$ cat src/rtl/ldm_seq_pkg.sv
package ldm_seq_pkg;

   // micro-op kinds presented on out_kind
   typedef enum logic [2:0] {
      UOP_COPY = 3'd0,
      UOP_XFER = 3'd1,
      UOP_ADD  = 3'd2,
      UOP_SUB  = 3'd3,
      UOP_ILL  = 3'd4
   } uop_kind_e;

   // internal stream phase
   typedef enum logic [1:0] {
      PH_COPY,
      PH_XFER,
      PH_UPD,
      PH_ERR
   } seq_phase_e;

   // instruction field positions
   localparam int COND_HI = 31;
   localparam int COND_LO = 28;
   localparam int MODE_HI = 24;
   localparam int MODE_LO = 20;
   localparam int UP_BIT  = 23;
   localparam int WB_BIT  = 21;
   localparam int LD_BIT  = 20;
   localparam int BASE_HI = 19;
   localparam int BASE_LO = 16;
   localparam int LIST_HI = 15;

   // opcode byte placed in bits 27:20 of the update word
   localparam logic [7:0] UPD_OPC = 8'h24;

endpackage

$ cat src/rtl/ldm_popcnt.sv
module ldm_popcnt #(
   parameter int WIDTH = 16,
   parameter int CNT_W = $clog2(WIDTH + 1)
) (
   input  logic [WIDTH-1:0] bits_i,
   output logic [CNT_W-1:0] count_o
);

   always_comb begin
      count_o = '0;
      for (int i = 0; i < WIDTH; i++) begin
         count_o = count_o + CNT_W'(bits_i[i]);
      end
   end

endmodule

$ cat src/rtl/ldm_low_pick.sv
module ldm_low_pick #(
   parameter int WIDTH = 16,
   parameter int IDX_W = $clog2(WIDTH)
) (
   input  logic [WIDTH-1:0] mask_i,
   output logic [WIDTH-1:0] onehot_o,
   output logic [IDX_W-1:0] idx_o
);

   logic [WIDTH-1:0] below;

   assign below[0] = 1'b0;

   genvar gi;
   generate
      for (gi = 1; gi < WIDTH; gi++) begin : g_prefix
         assign below[gi] = below[gi-1] | mask_i[gi-1];
      end
   endgenerate

   assign onehot_o = mask_i & ~below;

   always_comb begin
      idx_o = '0;
      for (int i = 0; i < WIDTH; i++) begin
         if (onehot_o[i]) idx_o = idx_o | IDX_W'(i);
      end
   end

endmodule

$ cat src/rtl/ldm_ofs_plan.sv
module ldm_ofs_plan #(
   parameter int CNT_W      = 5,
   parameter int OFS_W      = 32,
   parameter int STEP_BYTES = 4
) (
   input  logic [4:0]       mode_i,
   input  logic [CNT_W-1:0] cnt_i,
   output logic [OFS_W-1:0] start_o,
   output logic             legal_o
);

   localparam logic [OFS_W-1:0] STEP_V = OFS_W'(STEP_BYTES);
   localparam bit STEP_POW2 = (STEP_BYTES & (STEP_BYTES - 1)) == 0;
   localparam int STEP_SH   = $clog2(STEP_BYTES);

   logic [OFS_W-1:0] span;

   generate
      if (STEP_POW2) begin : g_shift
         assign span = OFS_W'(cnt_i) << STEP_SH;
      end else begin : g_mult
         assign span = OFS_W'(cnt_i) * STEP_V;
      end
   endgenerate

   always_comb begin
      legal_o = 1'b1;
      start_o = '0;
      unique case (mode_i)
         5'h01, 5'h03:        start_o = span - STEP_V;
         5'h08, 5'h09, 5'h0B: start_o = '0;
         5'h11, 5'h12:        start_o = span;
         5'h18, 5'h19:        start_o = STEP_V;
         default: begin
            legal_o = 1'b0;
            start_o = '0;
         end
      endcase
   end

endmodule

$ cat src/rtl/ldm_uop_seq.sv
module ldm_uop_seq
   import ldm_seq_pkg::*;
#(
   parameter int REG_COUNT  = 16,
   parameter int WORD_W     = 32,
   parameter int OFS_W      = 32,
   parameter int STEP_BYTES = 4
) (
   input  logic                         clk,
   input  logic                         rst_n,
   input  logic                         in_valid,
   output logic                         in_ready,
   input  logic [WORD_W-1:0]            in_instr,
   output logic                         out_valid,
   input  logic                         out_ready,
   output logic [2:0]                   out_kind,
   output logic [WORD_W-1:0]            out_word,
   output logic                         out_load,
   output logic [$clog2(REG_COUNT)-1:0] out_reg,
   output logic [OFS_W-1:0]             out_offset,
   output logic                         out_last
);

   localparam int IDX_W = $clog2(REG_COUNT);
   localparam int CNT_W = $clog2(REG_COUNT + 1);
   localparam int IMM_W = 8;
   localparam logic [OFS_W-1:0] STEP_V = OFS_W'(STEP_BYTES);

   // elaboration-time parameter checks
   generate
      if (REG_COUNT != 16) begin : g_bad_regs
         $error("REG_COUNT must match the 16-bit list field");
      end
      if (WORD_W != 32) begin : g_bad_word
         $error("WORD_W must be 32");
      end
      if (OFS_W < 8) begin : g_bad_ofs
         $error("OFS_W too narrow");
      end
      if (STEP_BYTES < 1 || REG_COUNT * STEP_BYTES > 255) begin : g_bad_step
         $error("STEP_BYTES does not fit the update immediate");
      end
   endgenerate

   // state
   logic                 busy_q;
   seq_phase_e           phase_q;
   logic [WORD_W-1:0]    instr_q;
   logic [REG_COUNT-1:0] pend_q;
   logic [CNT_W-1:0]     cnt_q;
   logic [OFS_W-1:0]     ofs_q;

   // decode of the incoming word
   logic [CNT_W-1:0] in_cnt;
   logic [OFS_W-1:0] in_start;
   logic             in_legal;

   ldm_popcnt #(
      .WIDTH (REG_COUNT),
      .CNT_W (CNT_W)
   ) u_popcnt (
      .bits_i  (in_instr[LIST_HI:0]),
      .count_o (in_cnt)
   );

   ldm_ofs_plan #(
      .CNT_W      (CNT_W),
      .OFS_W      (OFS_W),
      .STEP_BYTES (STEP_BYTES)
   ) u_plan (
      .mode_i  (in_instr[MODE_HI:MODE_LO]),
      .cnt_i   (in_cnt),
      .start_o (in_start),
      .legal_o (in_legal)
   );

   // next register to transfer
   logic [REG_COUNT-1:0] pick_onehot;
   logic [IDX_W-1:0]     pick_idx;
   logic [REG_COUNT-1:0] pend_rest;

   ldm_low_pick #(
      .WIDTH (REG_COUNT),
      .IDX_W (IDX_W)
   ) u_pick (
      .mask_i   (pend_q),
      .onehot_o (pick_onehot),
      .idx_o    (pick_idx)
   );

   assign pend_rest = pend_q & ~pick_onehot;

   // latched instruction fields
   logic            up_q;
   logic            wb_q;
   logic [3:0]      base_q;
   logic [IMM_W-1:0] upd_imm;
   logic [WORD_W-1:0] upd_word;
   logic [OFS_W-1:0] step;

   assign up_q     = instr_q[UP_BIT];
   assign wb_q     = instr_q[WB_BIT];
   assign base_q   = instr_q[BASE_HI:BASE_LO];
   assign upd_imm  = IMM_W'(cnt_q) * IMM_W'(STEP_BYTES);
   assign upd_word = {instr_q[COND_HI:COND_LO], UPD_OPC, base_q, base_q, 4'h0, upd_imm};
   assign step     = up_q ? STEP_V : (~STEP_V + 1'b1);

   wire take = busy_q & out_ready;

   // sequencing
   always_ff @(posedge clk) begin
      if (!rst_n) begin
         busy_q  <= 1'b0;
         phase_q <= PH_COPY;
         instr_q <= '0;
         pend_q  <= '0;
         cnt_q   <= '0;
         ofs_q   <= '0;
      end else if (!busy_q) begin
         if (in_valid) begin
            busy_q  <= 1'b1;
            instr_q <= in_instr;
            pend_q  <= in_instr[LIST_HI:0];
            cnt_q   <= in_cnt;
            ofs_q   <= in_start;
            phase_q <= in_legal ? PH_COPY : PH_ERR;
         end
      end else if (take) begin
         unique case (phase_q)
            PH_COPY: begin
               if (|pend_q)   phase_q <= PH_XFER;
               else if (wb_q) phase_q <= PH_UPD;
               else           busy_q  <= 1'b0;
            end
            PH_XFER: begin
               pend_q <= pend_rest;
               ofs_q  <= ofs_q + step;
               if (pend_rest == '0) begin
                  if (wb_q) phase_q <= PH_UPD;
                  else      busy_q  <= 1'b0;
               end
            end
            PH_UPD, PH_ERR: busy_q <= 1'b0;
            default:        busy_q <= 1'b0;
         endcase
      end
   end

   // output formation
   uop_kind_e kind;

   always_comb begin
      kind       = UOP_ILL;
      out_word   = instr_q;
      out_reg    = '0;
      out_offset = '0;
      out_last   = 1'b0;
      unique case (phase_q)
         PH_COPY: begin
            kind     = UOP_COPY;
            out_word = {instr_q[WORD_W-1:LIST_HI+1], {(LIST_HI+1){1'b0}}};
            out_last = ~(|pend_q) & ~wb_q;
         end
         PH_XFER: begin
            kind       = UOP_XFER;
            out_reg    = pick_idx;
            out_offset = ofs_q;
            out_last   = (pend_rest == '0) & ~wb_q;
         end
         PH_UPD: begin
            kind     = up_q ? UOP_ADD : UOP_SUB;
            out_word = upd_word;
            out_last = 1'b1;
         end
         default: begin
            kind     = UOP_ILL;
            out_last = 1'b1;
         end
      endcase
   end

   assign out_kind  = kind;
   assign out_load  = instr_q[LD_BIT];
   assign out_valid = busy_q;
   assign in_ready  = ~busy_q;

endmodule

$ cat config.mk
export PLATFORM = sky130hd
export DESIGN_NAME = ldm_uop_seq
export DESIGN_NICKNAME = d
export VERILOG_FILES = /design/src/rtl/ldm_seq_pkg.sv /design/src/rtl/ldm_popcnt.sv /design/src/rtl/ldm_low_pick.sv /design/src/rtl/ldm_ofs_plan.sv /design/src/rtl/ldm_uop_seq.sv
export SDC_FILE = /design/constraint.sdc
export NUM_CORES = 1
export LEC_CHECK = 0
export BUFFER_PORTS_ARGS = -buffer_cell sky130_fd_sc_hd__buf_4
export CORE_UTILIZATION = 50
export DETAILED_ROUTE_END_ITERATION = 8
export GPL_TIMING_DRIVEN = 0
export PLACE_DENSITY = 0.73
export SYNTH_ARGS = -nofsm -noshare
export SYNTH_HDL_FRONTEND = slang
export SYNTH_SLANG_ARGS = --single-unit
$ cat constraint.sdc
create_clock -name clk -period 14.2 [get_ports clk]
set_input_delay 1.42 -clock clk [delete_from_list [all_inputs] [get_ports clk]]
set_output_delay 1.42 -clock clk [all_outputs]
set_load 0.02 [all_outputs]
==> impl_metrics.json <==
{
  "swShare_pct": 41.3,
  "status": "complete, but fails checks",
  "hold_ws_ps": 456,
  "grt_max_degree": 31,
  "whs_path_depth": 2,
  "synth-seq-area-share_pct": 28.4,
  "endpoint_kind": "register",
  "violations": "DRC",
  "synth_top_cell_area_share_pct": 28.4,
  "p_int_mw": 0.566,
  "clk_pin_slew_ps": 80,
  "wl_met2_um": 8230,
  "seq_power_share_pct": 29.4,
  "start_util_pct": 52.3,
  "cpMostUsedCell": "fa_1",
  "async_flop_share_pct": 0,
  "wl_per_cell_um": 16.7,
  "core_um2": 11600,
  "synth-edff-count": 0,
  "maxSlewViolCount": 0,
  "drive_above_1_share_pct": 17.8,
  "worst_path_largest_cell_delay_ps": 620,
  "drv_cap": 0,
  "power_density_nw_per_um2": 131,
  "track_usage_pct": 29.1,
  "synthXorXnorAreaFrac_pct": 3.17,
  "hold_class": "register to register",
  "cts_max_level": 3,
  "hpwl_um": 13700,
  "p_comb_share_pct": 45.2,
  "multiInputGateArea_um2": 3950,
  "setup.worst_path.start_class": "input pin",
  "rr_worst_depth": 9,
  "fin_cells": 1075,
  "synth_cells": 808,
  "post_drt_via_cell_ratio": 5.92,
  "p_leak_nw": 3.25,
  "worst_slew_pin_slew_ps": 1260,
  "yosysTopAreaCell": "dfxtp_1",
  "p_switching_mw": 0.398,
  "cts-root-buf": "clkbuf_16",
  "synth_simple_gate_area_share_pct": 22.8,
  "ant_nets": 0,
  "gp_congestion": 0.962,
  "highest_layer": "met4",
  "antenna_cells": 0,
  "synth_top_family_by_area": "compound AO/OA/AOI/OAI gates",
  "vias": 6365,
  "cp.depth": 15,
  "nFillCells": 1037,
  "placementRows": 39,
  "final_nets": 1008,
  "min_period_ps": 6440,
  "ir_drop_v": 0.0000678,
  "place_inst": 1059,
  "grt_setup_unrepaired": "no",
  "first_iter_violations": 473,
  "worstPathCellList": "buf_4 -> ha_1 -> inv_1 -> fa_1 -> fa_1 -> fa_1 -> fa_1 -> fa_1 -> fa_1 -> xor2_1 -> nand3_1 -> or2_1 -> o41ai_4 -> buf_2 -> o221a_2",
  "finClkSkew_ps": 11.7,
  "cts_hold_buf": 0,
  "yosys-top-cells-area": "dfxtp_1 28%, a21oi_1 8.7%, nand2_1 8.0%, ha_1 7.0%, o21ai_0 4.9%",
  "syn_area_um2": 6070,
  "critPathBufInv": 3,
  "cts.path.max_buffers": 2,
  "fp.dieH_um": 112,
  "yosys_warnings": 0,
  "cp_top_family": "adder cells",
  "cp_data_required_time_ps": 14500,
  "dr.pass1.iters": 7,
  "synth_adder_area_share_pct": 10.8,
  "slowest_stage": "o41ai_4",
  "arrival_ps": 6750,
  "worstPathMaxFanout": 10,
  "final-setup-viol-count": 0,
  "route.detailed.drc": 4,
  "antenna_found_initial": 0,
  "syn_avg_cell_area_um2": 7.51,
  "port_buffers": 107,
  "slew-limit-headroom_pct": 15.8,
  "ff_latch_area_um2": 1720,
  "cts_resized": 0,
  "cts_tree": "done",
  "wl_met1_um": 8000,
  "clock-sinks": 86,
  "die_w_um": 112,
  "cts_made_buffers": 9,
  "period_share_pct": 45.4,
  "grt_pass1_vias": 5922,
  "gr-total-overflow": 0,
  "met3_length_um": 1260,
  "synth_ff_type": "dfxtp_1",
  "dieArea_um2": 12600,
  "ys_seq_elements": 86,
  "worstSetupPathType": "input pin to register",
  "routed_wl_um": 18000,
  "grt_pass1_wl_um": 29100,
  "max_freq_ghz": 0.155,
  "clock_latency_ps": 360,
  "totalNegativeSetupSlack_ps": 0,
  "yosysUniqueCellTypes": 74,
  "clkPwrFrac_pct": 25.4,
  "postCtsSetupBuffers": 0,
  "hold_viol": 0,
  "synthToLayoutAreaGrowth_pct": 21.1,
  "synth_compound_area_share_pct": 27.3,
  "synth_mux_area_share_pct": 0.865,
  "pin_count": 111
}
power groups by stage:
| stage | clock network (mW) | logic [mW] | registers (mW) |
|---|---|---|---|
| 2_1_floorplan | 0 | 0.318 | 0.283 |
| 3_3_place_gp | 0 | 0.415 | 0.287 |
| 3_5_place_dp | 0 | 0.428 | 0.288 |
| 4_1_cts | 0.250 | 0.431 | 0.283 |
| 5_1_grt | 0.258 | 0.480 | 0.286 |
| 6_report | 0.245 | 0.436 | 0.284 |
flip-flops by register name, indices dropped and copies added, names as in the netlist:
name and count:
cnt_q 5, out_valid 1, phase_q 2, instr_q 32
pend_q 16, ofs_q 30
through the flow:
stage / power (mW) / area, um^2 / setup slack (ps) / utilization, %
after detailed placement: 0.717 / 7060 / 7430 / 60.8
after global routing: 1.02 / 7350 / 7520 / 63.3
after global placement: 0.703 / 7060 / 7520 / 60.8
final: 0.964 / 7350 / 7760 / 63.3
after floorplan: 0.601 / 6080 / 8170 / -
after CTS: 0.964 / 7350 / 7760 / 63.3
final timing paths:
kind | start | to | slack (ps)
max | in_instr[0] | ofs_q[21] | 7760
min | instr_q[22] | instr_q[22] | 460
max reg2reg | instr_q[23] | ofs_q[24] | 10410
min reg2reg | instr_q[22] | instr_q[22] | 460
placed cells by master (no fill, tap or decap), types with 4 or more instances in the layout:
cell type  netlist  layout
nand2_1        130     130
buf_4           11     118
a21oi_1        105     105
dfxtp_1         86      86
o21ai_0         59      59
nor2_1          47      47
and2_1          45      45
inv_1           38      38
ha_1            34      34
clkbuf_1        31      31
nor3_1          18      18
xnor2_1         15      15
a31oi_1         13      13
nand3_1         12      12
fa_1            11      11
a21o_1          10      10
clkbuf_16        0       9
o221a_2          8       8
a211oi_1         7       7
xor2_1           7       7
buf_2            6       6
nand2b_1         6       6
nor4_1           6       6
nor2b_1          6       6
o211ai_1         5       5
a22o_1           4       4
o21bai_1         4       4
or3_1            4       4
o31ai_1          4       4
a221oi_1         4       4
inv_8            0       4
area by class of cell:
| class | instances | area share, % |
|---|---|---|
| multi-input cells | 631 | 53.7 |
| flip-flops and latches | 86 | 23.4 |
| repair buffers | 107 | 10.9 |
| plain buffers | 52 | 3.42 |
| clock buffers | 9 | 3.06 |
| well taps | 143 | 2.43 |
| inverters | 40 | 2.04 |
| clock inverters | 7 | 0.970 |
worst reg2reg max path, delay by kind of cell, from the launching register on:
| family | cells | cell delay [ps] |
|---|---|---|
| adder cells (fa/ha/maj) | 1 | 460 |
| AND/OR/NAND/NOR | 1 | 100 |
| flip-flops | 1 | 350 |
| AO/OA/AOI/OAI | 6 | 1850 |
| buffers and inverters | 1 | 920 |
synthesized netlist by cell type (7+ instances only):
cell type  number
nand3_1        12
o221a_2         8
xnor2_1        15
and2_1         45
a21oi_1       105
fa_1           11
buf_4          11
nor3_1         18
nor2_1         47
a211oi_1        7
o21ai_0        59
a21o_1         10
ha_1           34
nand2_1       130
dfxtp_1        86
inv_1          38
a31oi_1        13
clkbuf_1       31
xor2_1          7
cell families after synthesis:
| family | after synthesis |
|---|---|
| simple gates | 293 |
| compound gates | 263 |
| buf+inv | 92 |
| flops | 86 |
| fa+ha+maj | 46 |
| xor+xnor | 22 |
| mux | 5 |
| other cells | 1 |
per-layer routing:
layer	GRT usage, %	vias up
li1	-	3093
met1	39.5	2983
met2	46.2	246
met5	0	-
met3	3.89	43
met4	13.2	0
No activity file was read; power rests on OpenSTA's default activity.
